$ cat src/rtl/sram_rd_pkg.sv
package sram_rd_pkg;

  typedef enum logic [2:0] {
    ST_IDLE    = 3'd0,
    ST_ACCESS  = 3'd1,
    ST_GAP     = 3'd2,
    ST_HOLD    = 3'd3,
    ST_RELEASE = 3'd4
  } rd_state_t;

  function automatic int imax(input int a, input int b);
    return (a > b) ? a : b;
  endfunction

  // Wait cycles covering a nanosecond limit: rounded up, at least one.
  function automatic int ns_to_cycles(input int ns, input int clk_ns);
    return imax(1, (ns + clk_ns - 1) / clk_ns);
  endfunction

endpackage

$ cat src/rtl/sram_rd_timer.sv
module sram_rd_timer #(
  parameter int CW = 2
) (
  input  logic          clk,
  input  logic          rst_n,
  input  logic          start,
  input  logic [CW-1:0] load,
  output logic          expire
);

  logic [CW-1:0] cnt_q;

  always_ff @(posedge clk or negedge rst_n) begin
    if (!rst_n)              cnt_q <= '0;
    else if (start)          cnt_q <= load;
    else if (cnt_q != '0)    cnt_q <= cnt_q - CW'(1);
  end

  assign expire = (cnt_q == '0);

endmodule

$ cat src/rtl/sram_rd_fsm.sv
module sram_rd_fsm
  import sram_rd_pkg::*;
#(
  parameter int N_ACC = 3,
  parameter int N_OEF = 2,
  parameter int N_CEF = 2,
  parameter int CW    = 2
) (
  input  logic          clk,
  input  logic          rst_n,
  input  logic          req_valid,
  output logic          req_ready,
  input  logic          t_expire,
  output logic          t_start,
  output logic [CW-1:0] t_load,
  output logic          sel,
  output logic          rden,
  output logic          accept,
  output logic          capture
);

  rd_state_t state_q, state_d;
  logic      sel_q, rden_q;

  always_comb begin
    state_d = state_q;
    t_start = 1'b0;
    t_load  = '0;
    capture = 1'b0;
    unique case (state_q)
      ST_IDLE: if (req_valid) begin
        state_d = ST_ACCESS; t_start = 1'b1; t_load = CW'(N_ACC - 1);
      end
      ST_ACCESS: if (t_expire) begin
        capture = 1'b1;
        state_d = ST_GAP; t_start = 1'b1; t_load = CW'(N_OEF - 1);
      end
      ST_GAP: if (t_expire) state_d = ST_HOLD;
      ST_HOLD: begin
        t_start = 1'b1;
        if (req_valid) begin
          state_d = ST_ACCESS; t_load = CW'(N_ACC - 1);
        end else begin
          state_d = ST_RELEASE; t_load = CW'(N_CEF - 1);
        end
      end
      ST_RELEASE: if (t_expire) state_d = ST_IDLE;
      default: state_d = ST_IDLE;
    endcase
  end

  always_ff @(posedge clk or negedge rst_n) begin
    if (!rst_n) begin
      state_q <= ST_IDLE;
      sel_q   <= 1'b0;
      rden_q  <= 1'b0;
    end else begin
      state_q <= state_d;
      sel_q   <= (state_d == ST_ACCESS) || (state_d == ST_GAP) || (state_d == ST_HOLD);
      rden_q  <= (state_d == ST_ACCESS);
    end
  end

  assign req_ready = (state_q == ST_IDLE) || (state_q == ST_HOLD);
  assign accept    = req_ready && req_valid;
  assign sel       = sel_q;
  assign rden      = rden_q;

  // while the bus floats after deselect, no request is taken
  assert_no_ready_after_deselect_R9: assert property (@(posedge clk) disable iff (!rst_n)
    ($past(sel_q) && !sel_q) |-> !req_ready);

  // handshake only with the memory output disabled
  assert_ready_with_output_off_R10: assert property (@(posedge clk) disable iff (!rst_n)
    req_ready |-> !rden_q);

endmodule

$ cat src/rtl/sram_rd_datapath.sv
module sram_rd_datapath #(
  parameter int AW = 17,
  parameter int DW = 8
) (
  input  logic          clk,
  input  logic          rst_n,
  input  logic          accept,
  input  logic          capture,
  input  logic [AW-1:0] req_addr,
  input  logic [DW-1:0] mem_din,
  output logic [AW-1:0] mem_addr,
  output logic [DW-1:0] rd_data,
  output logic          rd_valid
);

  always_ff @(posedge clk or negedge rst_n) begin
    if (!rst_n) begin
      mem_addr <= '0;
      rd_data  <= '0;
      rd_valid <= 1'b0;
    end else begin
      if (accept)  mem_addr <= req_addr;
      if (capture) rd_data  <= mem_din;
      rd_valid <= capture;
    end
  end

  // the strobe never spans two cycles
  assert_single_valid_R6: assert property (@(posedge clk) disable iff (!rst_n)
    rd_valid |=> !rd_valid);

endmodule

$ cat src/rtl/sram_rd_seq.sv
module sram_rd_seq
  import sram_rd_pkg::*;
#(
  parameter int CLK_NS     = 5,
  parameter int T_ACC_NS   = 15,
  parameter int T_OE_NS    = 7,
  parameter int T_OEF_NS   = 7,
  parameter int T_CEF_NS   = 8,
  parameter int AW         = 17,
  parameter int DW         = 8
) (
  input  logic          clk,
  input  logic          rst_n,
  input  logic          req_valid,
  input  logic [AW-1:0] req_addr,
  output logic          req_ready,
  output logic [DW-1:0] rd_data,
  output logic          rd_valid,
  output logic [AW-1:0] mem_addr,
  output logic          mem_en_lo_n,
  output logic          mem_en_hi,
  output logic          mem_rden_n,
  output logic          mem_wren_n,
  input  logic [DW-1:0] mem_din
);

  localparam int N_ACC = ns_to_cycles(imax(T_ACC_NS, T_OE_NS), CLK_NS);
  localparam int N_OEF = ns_to_cycles(T_OEF_NS, CLK_NS);
  localparam int N_CEF = ns_to_cycles(T_CEF_NS, CLK_NS);
  localparam int N_MAX = imax(N_ACC, imax(N_OEF, N_CEF));
  localparam int CW    = (N_MAX <= 2) ? 1 : $clog2(N_MAX);
  localparam int GW    = $clog2(N_OEF + 1);

  logic          t_start, t_expire;
  logic [CW-1:0] t_load;
  logic          sel, rden, accept, capture;

  sram_rd_timer #(.CW(CW)) u_timer (
    .clk(clk), .rst_n(rst_n), .start(t_start), .load(t_load), .expire(t_expire)
  );

  sram_rd_fsm #(.N_ACC(N_ACC), .N_OEF(N_OEF), .N_CEF(N_CEF), .CW(CW)) u_fsm (
    .clk(clk), .rst_n(rst_n), .req_valid(req_valid), .req_ready(req_ready),
    .t_expire(t_expire), .t_start(t_start), .t_load(t_load),
    .sel(sel), .rden(rden), .accept(accept), .capture(capture)
  );

  sram_rd_datapath #(.AW(AW), .DW(DW)) u_dp (
    .clk(clk), .rst_n(rst_n), .accept(accept), .capture(capture),
    .req_addr(req_addr), .mem_din(mem_din), .mem_addr(mem_addr),
    .rd_data(rd_data), .rd_valid(rd_valid)
  );

  assign mem_en_lo_n = !sel;
  assign mem_en_hi   = sel;
  assign mem_rden_n  = !rden;
  assign mem_wren_n  = 1'b1;

  // Run length of read-enable-high cycles, saturating at the float count.
  logic [GW-1:0] oe_hi_q;
  always_ff @(posedge clk or negedge rst_n) begin
    if (!rst_n)                       oe_hi_q <= GW'(N_OEF);
    else if (!mem_rden_n)             oe_hi_q <= '0;
    else if (oe_hi_q < GW'(N_OEF))    oe_hi_q <= oe_hi_q + GW'(1);
  end

  // bus released for the float count before the next drive
  assert_float_gap_R7: assert property (@(posedge clk) disable iff (!rst_n)
    $fell(mem_rden_n) |-> (oe_hi_q >= GW'(N_OEF)));

  // output enabled only with both enables active
  assert_read_needs_select_R2: assert property (@(posedge clk) disable iff (!rst_n)
    !mem_rden_n |-> (!mem_en_lo_n && mem_en_hi));

  // address frozen while the output is enabled
  assert_addr_stable_R4: assert property (@(posedge clk) disable iff (!rst_n)
    (!mem_rden_n && $past(!mem_rden_n)) |-> $stable(mem_addr));

endmodule

$ cat config.mk
export PLATFORM = sky130hd
export DESIGN_NAME = sram_rd_seq
export DESIGN_NICKNAME = d
export VERILOG_FILES = /design/src/rtl/sram_rd_pkg.sv /design/src/rtl/sram_rd_timer.sv /design/src/rtl/sram_rd_fsm.sv /design/src/rtl/sram_rd_datapath.sv /design/src/rtl/sram_rd_seq.sv
export SDC_FILE = /design/constraint.sdc
export NUM_CORES = 1
export LEC_CHECK = 0
export BUFFER_PORTS_ARGS = -buffer_cell sky130_fd_sc_hd__buf_2
export CAP_MARGIN = 40
export CELL_PAD_IN_SITES_DETAIL_PLACEMENT = 0
export CELL_PAD_IN_SITES_GLOBAL_PLACEMENT = 2
export CORE_MARGIN = 3
export CORE_UTILIZATION = 29
export DETAILED_ROUTE_END_ITERATION = 8
export PLACE_DENSITY_LB_ADDON = 0.12
export SYNTH_ARGS = -nofsm -noshare
export SYNTH_HDL_FRONTEND = slang
export SYNTH_SLANG_ARGS = --single-unit
$ cat constraint.sdc
create_clock -name clk -period 2.3 [get_ports clk]
set_input_delay 0.23 -clock clk [delete_from_list [all_inputs] [get_ports clk]]
set_output_delay 0.23 -clock clk [all_outputs]
set_load 0.01 [all_outputs]
---- After elaboration in Yosys (flattened, before gate mapping) ----
Index checks and enable logic that the tools add are counted.
cells by class
  reduce and logical (&&, ||, !) cells .... 10
  equal/unequal tests ..................... 7
  muxes and demuxes ....................... 16
  $add $sub $neg .......................... 1
operators by type and width
  kind                 count
  $mux 3               5
  $pmux 3 s5           1
  $eq 3x2->1 const B   4
  $mux 2               4
  $eq 3x1->1 const B   2
  $pmux 2 s3           1
  $mux 1               4
  $reduce_bool 2->1    2
  $eq 3x3->1 const B   1
  $logic_not 3->1      1
  $logic_or 1x1->1     3
  $pmux 1 s3           1
  $logic_not 1->1      2
  $logic_not 2->1      1
  $sub 2x1->2 const B  1
  $logic_and 1x1->1    1
word-level totals
  output and inout port bits .............. 31
  input bits .............................. 28
  flip-flop bits (word level) ............. 33

---- Longest topological paths before layout ----
Gate-level depths: netlist of run 1.
  depth after elaboration ................. 6
  gate-level depth with buffers ........... 6
  depth with buffers taken out ............ 5

---- Cells and area by module ----
Synthesis of run 1 repeated with hierarchy kept, for this count alone.
second synthesis, totals
  cells, all modules ...................... 104
  area total of the unflattened synthesis .. 1428.9 µm²
modules (own cells, without submodules)
  module            cells each  area an instance (µm²)  seq. area each (µm²)  times used
  sram_rd_datapath  54          1006.0                  650.6                 1
  sram_rd_fsm       34          290.3                   125.1                 1
  sram_rd_timer     12          113.9                   50.0                  1
  sram_rd_seq       4           18.8                    0.0                   1

---- Worst setup path after synthesis of run 1 ----
Ideal clock, no wire load.
  path kind ............................... register -> register
  start ................................... reg u_timer.cnt_q[0]
  end ..................................... reg u_dp.rd_data[0]
  cell stages (with the launch flop) ...... 7
  library setup time ...................... 0.125 ns
  period minus slack after synthesis ...... 1.695 ns
  path buffers ............................ 2
  required time ........................... 2.175 ns
  path slack .............................. 0.605 ns
  arrival time ............................ 1.570 ns
  path through ............................ dfrtp_1 > inv_1 > ha_1 > clkbuf_1 > nor3b_1 > buf_2 > mux2_2
between the ends
  word-level cells in the longest chain between the ends .. 3
ends and longest elaborated chain
  element                 RTL line                source
  from (decl)             sram_rd_timer.sv:11     logic [CW-1:0] cnt_q;
  from (signal assigned)  sram_rd_timer.sv:15     else if (start) cnt_q <= load;
  from (signal assigned)  sram_rd_timer.sv:16     else if (cnt_q != '0) cnt_q <= cnt_q - CW'(1);
  $logic_not 2->1         sram_rd_timer.sv:19     assign expire = (cnt_q == '0);
  $mux 1                  sram_rd_fsm.sv:34       ST_ACCESS: if (t_expire) begin
  $mux 1                  sram_rd_fsm.sv:30       unique case (state_q)
  via capture             sram_rd_seq.sv:36       logic sel, rden, accept, capture;
  to (signal assigned)    sram_rd_datapath.sv:23  if (capture) rd_data <= mem_din;
  to (decl)               sram_rd_datapath.sv:12  output logic [DW-1:0] rd_data,
The timed path passes the listed nets, and every way through them passes these cells.
A chain may end at the register's enable or synchronous reset.

---- Final worst setup path of run 1 ----
  start ................................... reg u_timer.cnt_q[0]
  end ..................................... reg u_dp.rd_data[2]
between the ends
  word-level cells in the longest chain between the ends .. 3
ends and longest elaborated chain
  element          RTL line
  $logic_not 2->1  sram_rd_timer.sv:19
  $mux 1           sram_rd_fsm.sv:34
  $mux 1           sram_rd_fsm.sv:30
Every way passes these cells.

==> flow_summary.json, run 1 <==
{
  "fmax_ghz": 0.582,
  "grt_max_degree": 34,
  "seq_area_frac_synth_pct": 59.2,
  "place_hpwl_um": 2090,
  "num_vias": 1018,
  "max-cap-violations": 0,
  "clock-sinks": 33,
  "avgRoutedWirePerCell_um": 12.9,
  "viasPerCell": 4.71,
  "cts-hold-fix-buffers": 0,
  "wl_um": 2780,
  "worstPathRequired_ns": 2.46,
  "drc": 0,
  "cts.path.max_buffers": 2,
  "start_kind": "flop",
  "ir_drop_mv": 0.545,
  "fp.dieH_um": 75.3,
  "slew_violations": 0,
  "fp.dieW_um": 75.3,
  "syn_area_per_cell_um2": 13.1,
  "diodes": 0,
  "critPathCaptureType": "flop",
  "nets": 193,
  "overflow": 0,
  "p_per_area_mw_per_mm2": 1450,
  "htreeDepth": 2,
  "place_area_mm2": 0.00171,
  "skew_ns": 0.00369,
  "layout_commonest_cell": "buf_2",
  "core-area_mm2": 0.00450,
  "syn-cell-area_mm2": 0.00139,
  "area_delta_synth_final_pct": 29.0,
  "numPortBuffers": 57,
  "cts_root_buffer": "clkbuf_8",
  "min_period_over_period_pct": 74.8,
  "design_area_mm2": 0.00180,
  "yosys_warnings": 0,
  "drive_above_1_share_pct": 48.8,
  "rsz0062_at_grt": "no",
  "grt_pass1_vias": 963,
  "finalSetupViolCount": 0,
  "ys_seq_elements": 33,
  "layout_common_cells": "buf_2 (57), dfrtp_1 (33), mux2_2 (15)",
  "synth_fp_nets": 135,
  "hold_violations": 0,
  "hold_class": "in -> async",
  "critical_path_arrival_ns": 1.88,
  "critPathMaxFanout": 10,
  "place_congestion": 0.738,
  "numCtsBuffers": 5,
  "drt_iter0_markers": 16,
  "clk_pin_slew_worst_paths_ns": 0.06,
  "firstDrtPassIters": 3,
  "cts_resized": 0,
  "grt_util_all_layers_pct": 10.5,
  "rows": 24,
  "hold-worst-slack_ns": 0.00526,
  "grt_antenna_before_repair": 0,
  "status": "finished clean",
  "die_area_mm2": 0.00567,
  "finalSetupTns_ns": 0,
  "post_cts_buffers": 0,
  "antenna_left": 0,
  "grt_pass1_wl_um": 4400,
  "path_class": "reg -> reg",
  "floorplan.initialDensity_pct": 30.9,
  "worstMarginPinSlew_ns": 0.724,
  "min_period_ns": 1.72,
  "synth_cell_types": 29,
  "slew_headroom_pct": 51.7,
  "p_leak_nw": 0.873,
  "cts_tree": "done",
  "ios": 59,
  "worst_skew_pair.late_latency_ns": 0.28,
  "synth_cells": 106
}
per-stage QoR:
stage / power, mW / utilization, % / setup WS, ns / cells
2_1_floorplan: 1.81 / - / 0.605 / 106
3_3_place_gp: 2.20 / 38.0 / 0.553 / 209
3_5_place_dp: 2.22 / 38.0 / 0.565 / 209
4_1_cts: 2.67 / 39.9 / 0.550 / 216
5_1_grt: 2.84 / 39.9 / 0.447 / 216
6_report: 2.61 / 39.9 / 0.580 / 216
state kept, by name (all words and copies together) (netlist names):
register / count
u_timer.cnt_q: 2
u_fsm.sel: 1
u_dp.rd_valid: 1
u_dp.rd_data: 8
u_dp.mem_addr: 17
u_fsm.state_q: 3
u_fsm.rden: 1
logic make-up after synthesis:
family	Yosys count	share of synthesized area, %
and+or+nand+nor	19	7.45
DFF	33	59.2
other	1	0.269
buffers and inverters	12	4.22
xor gates and xnor gates	2	1.26
AOI/OAI and AO/OA	13	6.46
adders and majority gates	1	0.898
muxes	25	20.2
cell type report:
cell class / instances / area (µm²)
clock buffers: 7 / 86.3
fillers: 462 / 2710
inverters: 5 / 18.8
multi-input cells: 61 / 509
flip-flops and latches: 33 / 826
well taps: 52 / 65.1
repair buffers: 58 / 293
cell usage after synthesis:
cell | n | area, µm²
buf_2 | 2 | 10.0
a221oi_1 | 1 | 8.76
mux2_2 | 15 | 169
o22ai_1 | 1 | 6.26
dfrtp_1 | 33 | 826
ha_1 | 1 | 12.5
nand3b_1 | 1 | 7.51
nor3b_1 | 1 | 7.51
mux2_1 | 10 | 113
nor2b_1 | 2 | 12.5
a32o_1 | 1 | 10.0
nand3_1 | 2 | 10.0
a21oi_1 | 4 | 20.0
nand2_1 | 1 | 3.75
nor2_4 | 1 | 11.3
nor2_1 | 7 | 26.3
conb_1 | 1 | 3.75
o21ai_0 | 1 | 5.00
inv_1 | 5 | 18.8
a211oi_1 | 2 | 15.0
a311oi_1 | 1 | 8.76
buf_1 | 1 | 3.75
nand2b_1 | 4 | 25.0
buf_6 | 1 | 11.3
o21bai_1 | 1 | 7.51
buf_4 | 1 | 7.51
clkbuf_1 | 2 | 7.51
xor2_1 | 2 | 17.5
o221ai_1 | 1 | 8.76
routing by layer:
layer	global-route usage (%)	vias up	share of wire, %
li1	-	480	-
met1	11.6	489	40
met2	17.4	41	50
met3	3.96	8	8.2
met4	5.83	0	2.2
met5	0	-	0
worst max-delay path, cell delays in order, from the launching register on:
cell and delay (ns):
dfrtp_1 0.39, inv_1 0.08, ha_1 0.36, nor3b_1 0.23, buf_4 0.21, mux2_2 0.34
power by group:
group | internal (mW) | switching [mW] | total (mW)
Combinational | 0.576 | 0.552 | 1.13
Sequential | 0.874 | 0.175 | 1.05
Clock | 0.237 | 0.190 | 0.428
worst paths after layout:
path,cells after the start,slack [ns],endpoint,startpoint
max in group asynchronous,1,1.82,u_timer.cnt_q[1]$_DFFE_PN0P_,rst_n
min in group clk,2,0.16,u_dp.mem_addr[11]$_DFFE_PN0P_,req_addr[11]
hold / removal,1,0.005,u_dp.mem_addr[3]$_DFFE_PN0P_,rst_n
setup / recovery,5,0.58,u_dp.rd_data[2]$_DFFE_PN0N_,u_timer.cnt_q[0]$_DFFE_PN0P_
hold reg to reg,1,0.48,u_dp.mem_addr[11]$_DFFE_PN0P_,u_dp.mem_addr[11]$_DFFE_PN0P_
setup reg to reg,5,0.58,u_dp.rd_data[2]$_DFFE_PN0N_,u_timer.cnt_q[0]$_DFFE_PN0P_
No activity file was read; power rests on OpenSTA's default activity.
==> run 2: changes to the inputs <==
--- a/config.mk
+++ b/config.mk
@@ -5,12 +5,13 @@
 export SDC_FILE = /design/constraint.sdc
 export NUM_CORES = 1
 export LEC_CHECK = 0
+export ABC_AREA = 1
 export BUFFER_PORTS_ARGS = -buffer_cell sky130_fd_sc_hd__buf_2
 export CAP_MARGIN = 40
 export CELL_PAD_IN_SITES_DETAIL_PLACEMENT = 0
 export CELL_PAD_IN_SITES_GLOBAL_PLACEMENT = 2
 export CORE_MARGIN = 3
-export CORE_UTILIZATION = 29
+export CORE_UTILIZATION = 26
 export DETAILED_ROUTE_END_ITERATION = 8
 export PLACE_DENSITY_LB_ADDON = 0.12
 export SYNTH_ARGS = -nofsm -noshare
==> constraint.sdc (replaced) <==
create_clock -name clk -period 1.6 [get_ports clk]
set_input_delay 0.16 -clock clk [delete_from_list [all_inputs] [get_ports clk]]
set_output_delay 0.16 -clock clk [all_outputs]
set_load 0.01 [all_outputs]
==> run 2 against run 1 <==
Against the previous run: non-clock buffer count unchanged; die area up 12%; hold slack gained 0.066 ns; critical path depth down 1; largest power group unchanged; critical endpoint is now req_ready; critical path type is now reg -> out; power rose by 45%; sequential cell count is the same; clock skew hardly changed; register-to-register slack got worse by 0.33 ns; global-route usage increased by 1.1 points; area after synthesis is 1.3% higher.
==> flow_summary.json, run 2 <==
{
  "status": "finished clean",
  "fp.dieW_um": 79.7,
  "finalSetupViolCount": 0,
  "fp.dieH_um": 79.7,
  "cp_num_buf_inv": 2,
  "reg.largest.list": "u_dp.mem_addr: 17 flops, u_dp.rd_data: 8 flops, u_fsm.state_q: 3 flops",
  "numCtsBuffers": 5,
  "grt_pass1_vias": 1247,
  "grt_antenna_before_repair": 0,
  "worstMarginPinSlew_ns": 0.761,
  "drc": 0,
  "diodes": 0,
  "firstDrtPassIters": 4,
  "cts_tree": "done",
  "wl_um": 3360,
  "design_area_mm2": 0.00184,
  "place_inst": 275,
  "min_period_ns": 1.49,
  "die_area_mm2": 0.00635,
  "top_register": "u_dp.mem_addr",
  "rows": 26,
  "place_congestion": 0.779,
  "numPortBuffers": 57,
  "drive_above_1_share_pct": 35.7,
  "ios": 59,
  "synth_fp_nets": 183,
  "slew_violations": 0,
  "cts.path.max_buffers": 2,
  "synth_edf_count": 0,
  "syn-cell-area_mm2": 0.00141,
  "drt_iter0_markers": 54,
  "skew_ns": 0.00376,
  "hold-worst-slack_ns": 0.0715,
  "syn_area_per_cell_um2": 9.16,
  "area_delta_synth_final_pct": 30.3,
  "antenna_left": 0,
  "fmax_ghz": 0.673,
  "clock-sinks": 33,
  "yosysMostFrequentCell": "nand2_1",
  "clk_pin_slew_worst_paths_ns": 0.07,
  "slew_headroom_pct": 49.3,
  "cts_root_buffer": "clkbuf_8",
  "hold_class": "in -> reg",
  "avgRoutedWirePerCell_um": 11.9,
  "core-area_mm2": 0.00517,
  "num_vias": 1183,
  "n_fill_cell": 542,
  "ys_seq_elements": 33,
  "finish.utilization_pct": 35.6,
  "seq_area_frac_synth_pct": 58.5,
  "htreeDepth": 2,
  "synth.largest_area_cell": "dfrtp_1",
  "ys.flop_type": "dfrtp_1",
  "viasPerCell": 4.18,
  "synth_cells": 154,
  "critPathMaxFanout": 19,
  "synth_cell_types": 22,
  "dpl_worst_slack_ns": 0.203,
  "largest_register_ffs": 17,
  "grt_pass1_wl_um": 5690,
  "p_per_area_mw_per_mm2": 2060,
  "layout_common_cells": "nand2_1 (62), buf_2 (57), dfrtp_1 (33)",
  "hold_violations": 0,
  "min_period_over_period_pct": 92.9,
  "final_cells": 283,
  "yosys_warnings": 0,
  "rsz0062_at_grt": "no",
  "overflow": 0,
  "slowest_delay_ns": 0.43,
  "p_leak_nw": 1.04,
  "slowest_stage": "dfrtp_1",
  "grt_util_all_layers_pct": 11.6,
  "cp_top_family": "flip-flops",
  "nets": 242,
  "async_flop_share_pct": 100,
  "max-cap-violations": 0,
  "crit_chain": "inv_2 -> nand3_2 -> nand2_8 -> buf_2",
  "ir_drop_mv": 0.715,
  "path_class": "reg -> out",
  "place_hpwl_um": 2280,
  "worst_skew_pair.late_latency_ns": 0.28,
  "start_kind": "flop",
  "place_area_mm2": 0.00173,
  "layout_commonest_cell": "nand2_1",
  "synth_top_area_share_pct": 58.5,
  "critical_path_arrival_ns": 1.33,
  "netlist_top_cells_count": "nand2_1 (62), dfrtp_1 (33), nand3_1 (22)",
  "fin_ws_ns": 0.113,
  "floorplan.initialDensity_pct": 27.3,
  "grt_max_degree": 34,
  "worstPathRequired_ns": 1.44,
  "critPathCaptureType": "output port",
  "finalSetupTns_ns": 0,
  "yosys-top-cells-area": "dfrtp_1 (59%), nand2_1 (16%), nand3_1 (7.8%)",
  "power_mw": 3.78
}
==> run 2: report_power, final <==
part	leakage [nW]	total [mW]	internal, mW	switching (mW)
Combinational	0.587	1.69	0.639	1.05
Clock	0.0443	0.629	0.341	0.288
Sequential	0.408	1.47	1.24	0.228
Total	1.04	3.78	2.22	1.56
==> run 2: layout make-up <==
class                      count  area [µm²]  share of cell area (%)
inverter                      10        37.5                    2.04
clock buffer                   7        86.3                    4.69
timing repair buffer          58         295                    16.1
tap                           70        87.6                    4.76
multi-input combinational    105         507                    27.6
sequential                    33         826                    44.9
==> run 2: cell families (layout without fill, tap and decap cells) <==
kind of cell | after synthesis | in the layout | synth area share, %
AOI/OAI and AO/OA | 6 | 6 | 2.13
DFF | 33 | 33 | 58.5
xor gates and xnor gates | 1 | 1 | 0.621
buffers and inverters | 16 | 75 | 6.21
other | 1 | 1 | 0.266
adders and majority gates | 1 | 1 | 0.886
and+or+nand+nor | 96 | 96 | 31.4
==> run 2: worst register-to-register path: cells and delay by family (launching register included) <==
| kind | cells | cell delay [ns] |
|---|---|---|
| flip-flops | 1 | 0.43 |
| buffers and inverters | 1 | 0.12 |
| AND/OR/NAND/NOR | 5 | 0.69 |
==> run 2: what timing repair did <==
action	CTS	global route
buffers inserted	0	0
setup endpoints to repair	0	1
hold buffers	1	0
endpoints found under the hold margin	33	0
gates resized for setup	0	1
==> run 2: path summary, 6_finish.rpt <==
path | start | to | slack, ns | cells past startpoint
max reg2reg | u_fsm.state_q[2]$_DFF_PN0_ | u_dp.mem_addr[2]$_DFFE_PN0P_ | 0.25 | 6
min in group asynchronous | rst_n | u_dp.mem_addr[10]$_DFFE_PN0P_ | 0.49 | 2
min reg2reg | u_dp.mem_addr[10]$_DFFE_PN0P_ | u_dp.mem_addr[10]$_DFFE_PN0P_ | 0.47 | 2
min | mem_din[2] | u_dp.rd_data[2]$_DFFE_PN0N_ | 0.07 | 3
max | u_fsm.state_q[2]$_DFF_PN0_ | req_ready | 0.11 | 4
max in group asynchronous | rst_n | u_dp.rd_data[1]$_DFFE_PN0N_ | 0.64 | 2
==> run 2: per-layer routing <==
layer	wire length, µm	track usage, %	vias up	share of wire [%]
met4	52	4.12	0	1.5
met5	0	0	-	0
met3	247	4.06	6	7.4
met1	1490	14.3	535	44
li1	-	-	597	-
met2	1570	18.8	45	47
==> run 3: changes to the inputs <==
--- a/config.mk
+++ b/config.mk
@@ -10,10 +10,11 @@
 export CAP_MARGIN = 40
 export CELL_PAD_IN_SITES_DETAIL_PLACEMENT = 0
 export CELL_PAD_IN_SITES_GLOBAL_PLACEMENT = 2
-export CORE_MARGIN = 3
+export CORE_MARGIN = 8
 export CORE_UTILIZATION = 26
 export DETAILED_ROUTE_END_ITERATION = 8
 export PLACE_DENSITY_LB_ADDON = 0.12
 export SYNTH_ARGS = -nofsm -noshare
 export SYNTH_HDL_FRONTEND = slang
+export SYNTH_HIERARCHICAL = 1
 export SYNTH_SLANG_ARGS = --single-unit
==> run 3 against run 2 <==
Against the previous run: clock-buffer cell count fell by 2; hold slack gained 0.0020 ns; critical path type is now reg -> reg; largest power group unchanged; non-clock buffer count up 4.
==> flow_summary.json, run 3 <==
{
  "floorplan.initialDensity_pct": 26.4,
  "cts_tree": "done",
  "viasPerCell": 4.07,
  "core-area_mm2": 0.00537,
  "synth_top_area_share_pct": 58.3,
  "p_leak_nw": 1.10,
  "ys_seq_elements": 33,
  "fp.dieH_um": 89.8,
  "clk_pin_slew_worst_paths_ns": 0.07,
  "place_congestion": 0.771,
  "seq_area_frac_synth_pct": 58.3,
  "power_mw": 3.85,
  "ff2ff_path_depth": 9,
  "largest_register_ffs": 17,
  "multi_input_area_um2": 469,
  "finalSetupViolCount": 0,
  "top_register": "u_dp/mem_addr",
  "yosys.area_share.adder_pct": 0.883,
  "ir_drop_mv": 0.596,
  "drt_iter0_markers": 28,
  "cts_root_buffer": "clkbuf_8",
  "avgRoutedWirePerCell_um": 12.5,
  "numPortBuffers": 57,
  "antenna_left": 0,
  "r2r-end": "u_dp/mem_addr[5]$_DFFE_PN0P_",
  "wl_um": 3710,
  "diodes": 0,
  "yosys_warnings": 6,
  "worst_skew_pair.late_latency_ns": 0.28,
  "syn_area_per_cell_um2": 8.75,
  "synth-xor-area-share_pct": 0,
  "ios": 59,
  "ys.flop_type": "dfrtp_1",
  "reg.largest.list": "u_dp/mem_addr: 17 flops, u_dp/rd_data: 8 flops, u_fsm/state_q: 3 flops",
  "layout_commonest_cell": "nand2_1",
  "max-cap-violations": 0,
  "grt_pass1_wl_um": 6320,
  "place_hpwl_um": 2850,
  "crit-reg2reg-launch": "u_fsm/state_q[2]$_DFF_PN0_",
  "synth_edf_count": 0,
  "met2_length_um": 1910,
  "place_area_mm2": 0.00179,
  "synth_cells": 162,
  "cts.path.max_buffers": 2,
  "fp.dieW_um": 89.8,
  "grt_util_all_layers_pct": 9.69,
  "final-seq-area_um2": 826,
  "fmax_ghz": 0.699,
  "layout_common_cells": "nand2_1 (84), buf_2 (57), dfrtp_1 (33)",
  "critPathCaptureType": "flop",
  "min_path_cells": 3,
  "synth_cell_types": 18,
  "die_area_mm2": 0.00807,
  "min_period_ns": 1.43,
  "met3_wirelength_um": 266,
  "synth_fp_nets": 191,
  "firstDrtPassIters": 4,
  "area_delta_synth_final_pct": 32.1,
  "p_per_area_mw_per_mm2": 2060,
  "drc": 0,
  "clock-sinks": 33,
  "rsz0062_at_grt": "no",
  "nets": 255,
  "design_area_mm2": 0.00187,
  "num_vias": 1209,
  "hold_class": "in -> reg",
  "syn-cell-area_mm2": 0.00142,
  "min_period_over_period_pct": 89.5,
  "path_class": "reg -> reg",
  "finalSetupTns_ns": 0,
  "drive_above_1_share_pct": 35.1,
  "async_flop_share_pct": 100,
  "slew_violations": 0,
  "drt-met1-wl_um": 1480,
  "yosys-top-cells-area": "dfrtp_1 (58%), nand2_1 (22%), inv_1 (3.7%)",
  "synth_compound_area_share_pct": 1.32,
  "yosysMostFrequentCell": "nand2_1",
  "netlist_top_cells_count": "nand2_1 (84), dfrtp_1 (33), inv_1 (14)",
  "min_from": "req_addr[8]",
  "critPathMaxFanout": 18,
  "hold_violations": 0,
  "rows": 27,
  "muxShareOfSynthArea_pct": 0,
  "grt_max_degree": 20,
  "worstPathRequired_ns": 1.78,
  "hold-path-endpoint": "u_dp/mem_addr[8]$_DFFE_PN0P_",
  "cts_resized": 0,
  "regToRegSetupSlack_ns": 0.17,
  "status": "finished clean",
  "skew_ns": 0.00160,
  "critical_path_arrival_ns": 1.61,
  "synth-simple-area-share_pct": 30.6,
  "synth_top_family_by_area": "simple AND/OR/NAND/NOR gates",
  "routed.top_layer": "met4",
  "numCtsBuffers": 5,
  "synth.largest_area_cell": "dfrtp_1",
  "overflow": 0,
  "start_kind": "flop",
  "grt_pass1_vias": 1333,
  "grt_antenna_before_repair": 0,
  "htreeDepth": 2,
  "n_fill_cell": 601
}
run 3: changes by cell type after synthesis, sizes merged:
cell   delta
o21ai     -3
inv       +5
nand2    +24
or2       +1
nand3    -15
xor2      -1
nand4     +1
buf       -1
nor2      -3
run 3: worst max path at each step:
stage	startpoint	to	slack (ns)	depth (start not counted)
after global routing	u_fsm/state_q[0]$_DFF_PN0_	u_dp/mem_addr[12]$_DFFE_PN0P_	0.02	9
after CTS	u_fsm/state_q[0]$_DFF_PN0_	u_dp/mem_addr[1]$_DFFE_PN0P_	0.15	9
after floorplan	u_fsm/state_q[0]$_DFF_PN0_	u_dp/mem_addr[10]$_DFFE_PN0P_	0.23	10
final	u_fsm/state_q[2]$_DFF_PN0_	u_dp/mem_addr[5]$_DFFE_PN0P_	0.17	9
after detailed placement	u_fsm/state_q[2]$_DFF_PN0_	u_dp/mem_addr[16]$_DFFE_PN0P_	0.17	9
after global placement	u_fsm/state_q[2]$_DFF_PN0_	u_dp/mem_addr[9]$_DFFE_PN0P_	0.18	9
run 3: metrics by stage:
stage / utilization [%] / setup WS, ns / std cells / hold slack [ns]
floorplan: - / 0.232 / 162 / -0.136
global placement: 33.3 / 0.180 / 290 / 0.134
detailed placement: 33.3 / 0.169 / 290 / 0.150
CTS: 34.9 / 0.153 / 297 / 0.0640
global route: 34.9 / 0.0227 / 297 / 0.0701
finish: 34.9 / 0.168 / 297 / 0.0735
run 3: area by class of cell:
class | instances | area share [%]
Sequential cell | 33 | 44.1
Tap cell | 72 | 4.81
Timing Repair Buffer | 62 | 18.7
Multi-Input combinational cell | 109 | 25.1
Inverter | 15 | 3.41
Clock inverter | 1 | 0.267
Clock buffer | 5 | 3.67
run 3: routing by layer:
layer / vias up / track usage [%]
met3: 5 / 4.32
met2: 35 / 17.3
li1: 611 / -
met5: - / 0
met1: 558 / 9.72
met4: 0 / 3.39
run 3: what timing repair did:
action	in CTS	in global routing
hold endpoints to repair	18	0
buffers inserted	0	0
hold buffers	1	0
run 3: worst max-delay path, cell delays in order (launching register included):
cell and delay (ns):
dfrtp_1 0.38, inv_1 0.17, nand3_2 0.12, nand2_2 0.10
nand2_2 0.10, inv_1 0.11, buf_12 0.16, inv_8 0.08
nand2_1 0.06, nand2_1 0.05
run 3: cells by family (layout without fill, tap and decap cells):
family,count (synthesis),in the layout
AOI/OAI and AO/OA,3,3
adders and majority gates,1,1
buffers and inverters,20,83
DFF,33,33
other,1,1
and+or+nand+nor,104,104
run 3: power breakdown:
| group | leakage (nW) | switching (mW) | internal (mW) | total (mW) |
|---|---|---|---|---|
| Clock | 0.0399 | 0.297 | 0.286 | 0.583 |
| Combinational | 0.653 | 1.10 | 0.705 | 1.80 |
| Sequential | 0.409 | 0.223 | 1.24 | 1.47 |
